**src/rtl/supmon_selftest_pkg.sv**
```systemverilog
package supmon_selftest_pkg;

    // Sequencer phase
    typedef enum logic [1:0] {
        ST_IDLE  = 2'd0,
        ST_FORCE = 2'd1,
        ST_CLEAR = 2'd2
    } seq_state_e;

    // Default geometry of the path set
    localparam int unsigned DEF_NPATH    = 13;
    localparam int unsigned DEF_WIN      = 8;
    localparam logic [12:0] DEF_AUX_MASK = 13'h0700;

endpackage

```
**src/rtl/supmon_selftest_seq.sv**
```systemverilog
module supmon_selftest_seq
    import supmon_selftest_pkg::*;
#(
    parameter int unsigned          NPATH    = DEF_NPATH,
    parameter int unsigned          WIN      = DEF_WIN,
    parameter logic [NPATH-1:0]     AUX_MASK = DEF_AUX_MASK,
    localparam int unsigned         IW       = (NPATH > 1) ? $clog2(NPATH) : 1,
    localparam int unsigned         CW       = (WIN > 1) ? $clog2(WIN) : 1
) (
    input  logic             clk_i,
    input  logic             rst_ni,
    input  logic             go_i,
    input  logic             no_clear_i,
    input  logic             aux_en_i,
    input  logic [NPATH-1:0] reg_trig_i,
    input  logic [NPATH-1:0] pin_trig_i,
    output logic             active_o,
    output logic [IW-1:0]    idx_o,
    output logic             start_o,
    output logic             clr_o,
    output logic             busy_o,
    output logic             done_o,
    output logic             bist_fail_o
);

    localparam logic [IW-1:0] LAST_IDX = IW'(NPATH - 1);
    localparam logic [CW-1:0] LAST_CNT = CW'(WIN - 1);

    typedef struct packed {
        seq_state_e    st;
        logic [IW-1:0] idx;
        logic [CW-1:0] cnt;
        logic          seen_reg;
        logic          seen_pin;
        logic          fail_acc;
        logic          bist_fail;
        logic          done;
        logic          keep;
        logic          aux_on;
    } seq_s;

    seq_s s_d, s_q;
    logic start_d, clr_d;
    logic hit_reg, hit_pin, counted;

    always_comb begin
        s_d     = s_q;
        s_d.done = 1'b0;
        start_d = 1'b0;
        clr_d   = 1'b0;
        hit_reg = s_q.seen_reg | reg_trig_i[s_q.idx];
        hit_pin = s_q.seen_pin | pin_trig_i[s_q.idx];
        counted = !AUX_MASK[s_q.idx] || s_q.aux_on;

        unique case (s_q.st)
            ST_IDLE: begin
                if (go_i) begin
                    start_d       = 1'b1;
                    s_d.st        = ST_FORCE;
                    s_d.idx       = '0;
                    s_d.cnt       = '0;
                    s_d.seen_reg  = 1'b0;
                    s_d.seen_pin  = 1'b0;
                    s_d.fail_acc  = 1'b0;
                    s_d.bist_fail = 1'b0;
                    s_d.keep      = no_clear_i;
                    s_d.aux_on    = aux_en_i;
                end
            end
            ST_FORCE: begin
                s_d.seen_reg = hit_reg;
                s_d.seen_pin = hit_pin;
                if (s_q.cnt == LAST_CNT) begin
                    s_d.st  = ST_CLEAR;
                    s_d.cnt = '0;
                    if (!(hit_reg && hit_pin) && counted) begin
                        s_d.fail_acc = 1'b1;
                    end
                end else begin
                    s_d.cnt = s_q.cnt + CW'(1);
                end
            end
            ST_CLEAR: begin
                clr_d        = !s_q.keep;
                s_d.seen_reg = 1'b0;
                s_d.seen_pin = 1'b0;
                if (s_q.idx == LAST_IDX) begin
                    s_d.st        = ST_IDLE;
                    s_d.done      = 1'b1;
                    s_d.bist_fail = s_q.fail_acc;
                end else begin
                    s_d.idx = s_q.idx + IW'(1);
                    s_d.st  = ST_FORCE;
                end
            end
            default: begin
                s_d.st = ST_IDLE;
            end
        endcase
    end

    always_ff @(posedge clk_i or negedge rst_ni) begin
        if (!rst_ni) begin
            s_q <= '{st: ST_IDLE, default: '0};
        end else begin
            s_q <= s_d;
        end
    end

    assign active_o    = (s_q.st == ST_FORCE);
    assign idx_o       = s_q.idx;
    assign start_o     = start_d;
    assign clr_o       = clr_d;
    assign busy_o      = (s_q.st != ST_IDLE);
    assign done_o      = s_q.done;
    assign bist_fail_o = s_q.bist_fail;

endmodule

```
**src/rtl/supmon_selftest_force.sv**
```systemverilog
module supmon_selftest_force #(
    parameter int unsigned  NPATH = 13,
    localparam int unsigned IW    = (NPATH > 1) ? $clog2(NPATH) : 1
) (
    input  logic             active_i,
    input  logic [IW-1:0]    idx_i,
    output logic [NPATH-1:0] force_o
);

    // One decoded force line per monitor path
    for (genvar g = 0; g < NPATH; g++) begin : g_force
        assign force_o[g] = active_i && (idx_i == IW'(g));
    end

endmodule

```
**src/rtl/supmon_selftest_latch.sv**
```systemverilog
module supmon_selftest_latch #(
    parameter int unsigned NPATH = 13
) (
    input  logic             clk_i,
    input  logic             rst_ni,
    input  logic [NPATH-1:0] reg_trig_i,
    input  logic [NPATH-1:0] pin_trig_i,
    input  logic             clr_i,
    input  logic             start_i,
    input  logic             pin_en_i,
    output logic [NPATH-1:0] flags_o,
    output logic             alert_o
);

    typedef struct packed {
        logic [NPATH-1:0] flags;
        logic             alert;
    } lat_s;

    lat_s l_d, l_q;

    always_comb begin
        l_d       = l_q;
        l_d.flags = l_q.flags | reg_trig_i;
        l_d.alert = l_q.alert | (|pin_trig_i);
        // Clearing wins over a same-cycle trigger
        if (clr_i || start_i) begin
            l_d.flags = '0;
            l_d.alert = 1'b0;
        end
    end

    always_ff @(posedge clk_i or negedge rst_ni) begin
        if (!rst_ni) begin
            l_q <= '0;
        end else begin
            l_q <= l_d;
        end
    end

    assign flags_o = l_q.flags;
    assign alert_o = l_q.alert & pin_en_i;

endmodule

```
**src/rtl/supmon_selftest.sv**
```systemverilog
module supmon_selftest
    import supmon_selftest_pkg::*;
#(
    parameter int unsigned      NPATH    = DEF_NPATH,
    parameter int unsigned      WIN      = DEF_WIN,
    parameter logic [NPATH-1:0] AUX_MASK = DEF_AUX_MASK
) (
    input  logic             clk_i,
    input  logic             rst_ni,
    input  logic             go_i,
    input  logic             no_clear_i,
    input  logic             aux_en_i,
    input  logic             pin_en_i,
    input  logic [NPATH-1:0] reg_trig_i,
    input  logic [NPATH-1:0] pin_trig_i,
    output logic [NPATH-1:0] force_o,
    output logic             busy_o,
    output logic             done_o,
    output logic [NPATH-1:0] flags_o,
    output logic             bist_fail_o,
    output logic             alert_o
);

    localparam int unsigned IW = (NPATH > 1) ? $clog2(NPATH) : 1;

    logic          active;
    logic [IW-1:0] idx;
    logic          start_pulse;
    logic          clr_pulse;

    supmon_selftest_seq #(
        .NPATH   (NPATH),
        .WIN     (WIN),
        .AUX_MASK(AUX_MASK)
    ) seq_i (
        .clk_i      (clk_i),
        .rst_ni     (rst_ni),
        .go_i       (go_i),
        .no_clear_i (no_clear_i),
        .aux_en_i   (aux_en_i),
        .reg_trig_i (reg_trig_i),
        .pin_trig_i (pin_trig_i),
        .active_o   (active),
        .idx_o      (idx),
        .start_o    (start_pulse),
        .clr_o      (clr_pulse),
        .busy_o     (busy_o),
        .done_o     (done_o),
        .bist_fail_o(bist_fail_o)
    );

    supmon_selftest_force #(
        .NPATH(NPATH)
    ) force_i (
        .active_i(active),
        .idx_i   (idx),
        .force_o (force_o)
    );

    supmon_selftest_latch #(
        .NPATH(NPATH)
    ) latch_i (
        .clk_i     (clk_i),
        .rst_ni    (rst_ni),
        .reg_trig_i(reg_trig_i),
        .pin_trig_i(pin_trig_i),
        .clr_i     (clr_pulse),
        .start_i   (start_pulse),
        .pin_en_i  (pin_en_i),
        .flags_o   (flags_o),
        .alert_o   (alert_o)
    );

endmodule

```
**config.mk**
```make
export PLATFORM = sky130hd
export DESIGN_NAME = supmon_selftest
export DESIGN_NICKNAME = d
export VERILOG_FILES = /design/src/rtl/supmon_selftest_pkg.sv /design/src/rtl/supmon_selftest_seq.sv /design/src/rtl/supmon_selftest_force.sv /design/src/rtl/supmon_selftest_latch.sv /design/src/rtl/supmon_selftest.sv
export SDC_FILE = /design/constraint.sdc
export NUM_CORES = 1
export LEC_CHECK = 0
export BUFFER_PORTS_ARGS = -buffer_cell sky130_fd_sc_hd__buf_2
export CAP_MARGIN = 20
export CORE_MARGIN = 4
export CORE_UTILIZATION = 23
export DETAILED_ROUTE_END_ITERATION = 16
export PLACE_DENSITY_LB_ADDON = 0.08
export SYNTH_ARGS = -nofsm -noshare
export SYNTH_HDL_FRONTEND = slang
export SYNTH_SLANG_ARGS = --single-unit
```
**constraint.sdc**
```tcl
create_clock -name clk_i -period 4.25 [get_ports clk_i]
set_input_delay 0.425 -clock clk_i [delete_from_list [all_inputs] [get_ports clk_i]]
set_output_delay 0.425 -clock clk_i [all_outputs]
set_load 0.05 [all_outputs]
```
======== Yosys cells after proc, flatten, opt, wreduce, memory -nomap -nowiden ========
Memory sizes are Yosys's and may differ from the RTL's.
Index checks and enable logic that the tools add are counted.
word-level totals
  register bits after elaboration ......... 30
  memory bits (read-only) ................. 16
  input port bits ......................... 32
  output and inout port bits .............. 30
  logic and storage cells ................. 99
  memories ................................ 1
operators by class
  add/sub/neg operators ................... 2
  magnitude comparators ................... 1
  eq/ne operators ......................... 20
  mux-type cells .......................... 24
  bitwise operators ....................... 5
  reduce and logical (&&, ||, !) cells .... 34
memory list
  name              words  bits a word  rd ports  clocked after memory_dff  write ports  line                       source
  (name not given)  16     1            1         0                         0            supmon_selftest_seq.sv:53  counted = !AUX_MASK[s_q.idx] || s_q.aux_on;
operators with widths
  operator                                                     number
  equality test 4 bit (second input constant)                  5
  equality test 4 x 3 -> 1 bit (second input constant)         4
  logical AND 1 bit                                            15
  two-way mux 14 bit                                           1
  two-way mux 13 bit                                           1
  OR 13 bit                                                    1
  OR reduction 13 bit                                          1
  one-hot mux 2 bit (3 select lines)                           2
  two-way mux 1 bit                                            10
  binary-select mux 1 bit (select 4 bit)                       2
  equality test 4 x 2 -> 1 bit (second input constant)         2
  inequality test 2 bit (second input constant)                4
  one-hot mux 4 bit (2 select lines)                           1
  AND reduction 2 bit                                          4
  one-hot mux 3 bit (2 select lines)                           1
  AND reduction 3 bit                                          2
  nonzero test 2 bit                                           3
  less-than comparator 4 x 5 -> 1 bit (second input constant)  1
  adder 4 x 1 -> 4 bit (second input constant)                 1
  equality test 4 x 1 -> 1 bit (second input constant)         1
  zero test 4 bit                                              1
  two-way mux 2 bit                                            2
  two-way mux 4 bit                                            1
  one-hot mux 1 bit (2 select lines)                           2
  13 further kinds                                             18

======== Logic depth before layout (Yosys ltp) ========
  word-level depth ........................ 9
  gate-level depth with buffers ........... 8
  gate-level depth less buffers ........... 7

======== Cells and area by module ========
From an unflattened synthesis, not the netlist that was laid out.
unflattened totals
  cells, all modules ...................... 184
  area total of the unflattened synthesis .. 1814.2 um^2
modules (own cells, without submodules)
  module                 times used  cells each  area an instance (um^2)
  supmon_selftest_seq    1           116         1116.1
  supmon_selftest_latch  1           48          594.3
  supmon_selftest_force  1           20          103.8

======== Worst setup path after synthesis ========
No wires, ideal clock.
  kind .................................... register to output
  from .................................... register seq_i.s_q[15] (netlist bit)
  to ...................................... output force_o[7]
  data arrival time ....................... 1.733 ns
  data required time ...................... 3.825 ns
  setup slack ............................. 2.092 ns
  stages on the path, launching flop included .. 4
  path through ............................ dfrtp_1 inv_1 nand2_1 nor3_1
between the ends
  cells in the longest elaborated chain, start to end .. 2
RTL lines
  what                          line                         source
  from (decl)                   supmon_selftest_seq.sv:42    seq_s s_d, s_q;
  from (signal assigned)        supmon_selftest_seq.sv:104   s_q <= '{st: ST_IDLE, default: '0};
  from (signal assigned)        supmon_selftest_seq.sv:106   s_q <= s_d;
  equality test 2 x 1 -> 1 bit  supmon_selftest_seq.sv:110   assign active_o = (s_q.st == ST_FORCE);
  logical AND 1 bit             supmon_selftest_force.sv:12  assign force_o[g] = active_i && (idx_i == IW'(g));
  to (decl)                     supmon_selftest.sv:16        output logic [NPATH-1:0] force_o,
Every way passes these cells.

======== Worst setup path in the final report ========
  from .................................... register seq_i.s_q (netlist bit seq_i.idx_o[1])
  to ...................................... output force_o[12]
between the ends
  cells in the longest elaborated chain, start to end .. 2
RTL lines
  what                 line
  equality test 4 bit  supmon_selftest_force.sv:12
  logical AND 1 bit    supmon_selftest_force.sv:12
Every way passes these cells.

==> flow_summary.ini <==
[layout]
post-route-util = 0.2826
area_growth_pct = 20.47
nFillCells = 865
final_common_cell = buf_2
insertedDiodeCount = 0
final_cell_mix = buf_2 (61), nor2_1 (32), dfrtp_1 (30), mux2i_1 (12), nand2_1 (9)
seq_area_um2 = 750.7
nNetsFinal = 273
multi_input_area_um2 = 855.8
fin_area_um2 = 2172
stdcell_count = 337
drive_above_1_share = 0.3362

[place]
place_inst = 329
gp_congestion = 0.7385
hpwlAfterDp_mm = 3.763
dpl_cell_area_um2 = 2062
io_buffers = 61

[grt]
grtUsageTotal = 0.1094
overflow = 0
grt_max_degree = 31
antenna_found_initial = 0
grt_pass1_vias = 1513
grt_pass1_wl_mm = 7.748

[detailed_routing]
routed_wl_mm = 4.796
wire_per_inst_um = 14.23
dr.pass1.iters = 4
antenna_left = 0
num_vias = 1449
drt_iter0_drc = 54
via_per_inst = 4.300
drc = 0

[outcome]
status = finished, final reports clean

[sta]
fin_crit_sh = 0.5816
setup_viol = 0
grt_setup_unrepaired = false
fin_tns_setup_ps = 0
slew_violations = 0
max_freq_mhz = 404.5
finalHoldViolations = 0
finalCriticalPeriod_ps = 2472
slew-limit-headroom = 0.3138
finClkSkew_ps = 3.378
worst_pin_slew_ps = 1027

[critical_path]
reg2reg_from = seq_i.idx_o[1]$_DFFE_PN0P_
crit_type = flip-flop to primary output
path_max_fanout = 16
worstSetupStartpoint = seq_i.idx_o[1]$_DFFE_PN0P_
cp_top_family = flip-flops
cp.arrival_ps = 2050
cp_num_cells = 5
cp-end-kind = primary output
r2r_slack_ps = 2090
cp_cell_sequence = inv_1 -> ha_1 -> nand3_1 -> nor2_1 -> buf_2
path_buf_inv = 2
slowest_delay_ps = 820
slowest_stage = dfrtp_1
r2r_cells = 7
required_ps = 3830
r2r-end = seq_i.idx_o[3]$_DFFE_PN0P_
crit_end = force_o[12]
start_kind = flip-flop

[clock_network]
clock-sinks = 30
postCtsSetupBuffers = 0
root_buffer = clkbuf_8
ctsHoldBuffers = 0
cts.path.max_buffers = 2
cts_tree = yes
cts_max_level = 2
clk_latency_ps = 280
ctsResizeCount = 0
cts_buffers = 5
path_clk_slew_ps = 70

[floorplan]
fp.coreArea_um2 = 7687
num_rows = 32
pin_count = 62
die_w_um = 96.54
start_util = 0.2345
dieHeight_um = 96.54
die_area_um2 = 9320

[synthesis]
ys_warn_count = 0
ys_types = 42
synthCells = 186
synth_edf_count = 0
synth_area_um2 = 1803
synth_ff_type = dfrtp_1
ys_ff_latch = 30
async_flop_share = 1.000
synth_area_per_cell_um2 = 9.693
seq_area_frac_synth = 0.4164
synthesis.nets = 225

[hold_path]
hold_class = input port to asynchronous set/reset pin

[power]
leakagePower_nw = 0.9846
ir_worst_vdd_v = 0.0001804
p_per_area_nw_per_um2 = 647.7

[flow_run]
maxCapViolations = 0
==> metal layers <==
layer,track usage,part of all wire,up-vias
met1,0.1403,0.44,680
met2,0.1828,0.50,32
met4,0.02804,0.0075,0
li1,-,-,733
met3,0.02866,0.052,4
met5,0,0,-
==> cells in the mapped netlist (3+ instances only) <==
| library cell | count | area [um2] |
|---|---|---|
| nor2_1 | 32 | 120.1 |
| dfrtp_1 | 30 | 750.7 |
| buf_4 | 13 | 97.59 |
| mux2i_1 | 12 | 120.1 |
| nand2_1 | 9 | 33.78 |
| and3_1 | 8 | 50.05 |
| ha_1 | 7 | 87.58 |
| o21ai_0 | 7 | 35.03 |
| and2_1 | 6 | 37.54 |
| inv_1 | 6 | 22.52 |
| a21o_1 | 4 | 30.03 |
| a21oi_1 | 4 | 20.02 |
| nor3_1 | 4 | 20.02 |
| nand3b_1 | 3 | 22.52 |
| nor4_1 | 3 | 18.77 |
| o22ai_1 | 3 | 18.77 |
==> registers in the layout, indices dropped and copies added, names as in the netlist <==
register,flops
seq_i.done_o,1
latch_i.l_q,1
seq_i.bist_fail_o,1
seq_i.s_q,10
seq_i.idx_o,4
latch_i.flags_o,13
==> per-stage QoR <==
step / setup slack, ps / power (mW) / hold WS, ps
2_1_floorplan: 2092 / 1.061 / 129.4
3_3_place_gp: 2086 / 1.149 / 469.5
3_5_place_dp: 2088 / 1.147 / 479.9
4_1_cts: 1752 / 1.428 / 225.7
5_1_grt: 1557 / 1.503 / 256.4
6_report: 1778 / 1.407 / 206.1
==> power by group <==
part	internal [mW]	total, mW	switching, mW	leakage, nW
clock network	0.164	0.276	0.112	0.0575
registers	0.388	0.475	0.0869	0.349
logic	0.198	0.656	0.458	0.578
==> how the worst min path moves through the flow <==
stage	start	end	slack, ps	cells past startpoint
6_report	rst_ni	latch_i.flags_o[2]$_DFF_PN0_	210	1
5_1_grt	rst_ni	latch_i.flags_o[2]$_DFF_PN0_	260	1
4_1_cts	rst_ni	latch_i.flags_o[2]$_DFF_PN0_	230	1
3_5_place_dp	latch_i.flags_o[6]$_DFF_PN0_	latch_i.flags_o[6]$_DFF_PN0_	480	2
3_3_place_gp	latch_i.flags_o[5]$_DFF_PN0_	latch_i.flags_o[5]$_DFF_PN0_	470	2
2_1_floorplan	rst_ni	latch_i.flags_o[0]$_DFF_PN0_	130	0
==> cell type report <==
class,count,share of cell area
Clock buffer,8,0.05069
Inverter,6,0.01037
Multi-Input combinational cell,130,0.3940
Sequential cell,30,0.3456
Tap cell,102,0.05876
Timing Repair Buffer,61,0.1406
==> cell families after synthesis <==
| kind of cell | count (synthesis) | synth area share |
|---|---|---|
| buffers and inverters | 26 | 0.1117 |
| and+or+nand+nor | 80 | 0.2380 |
| AOI/OAI and AO/OA | 28 | 0.1013 |
| xor gates and xnor gates | 1 | 0.004859 |
| muxes | 14 | 0.07911 |
| DFF | 30 | 0.4164 |
| adders and majority gates | 7 | 0.04858 |
No activity file was read; power rests on OpenSTA's default activity.
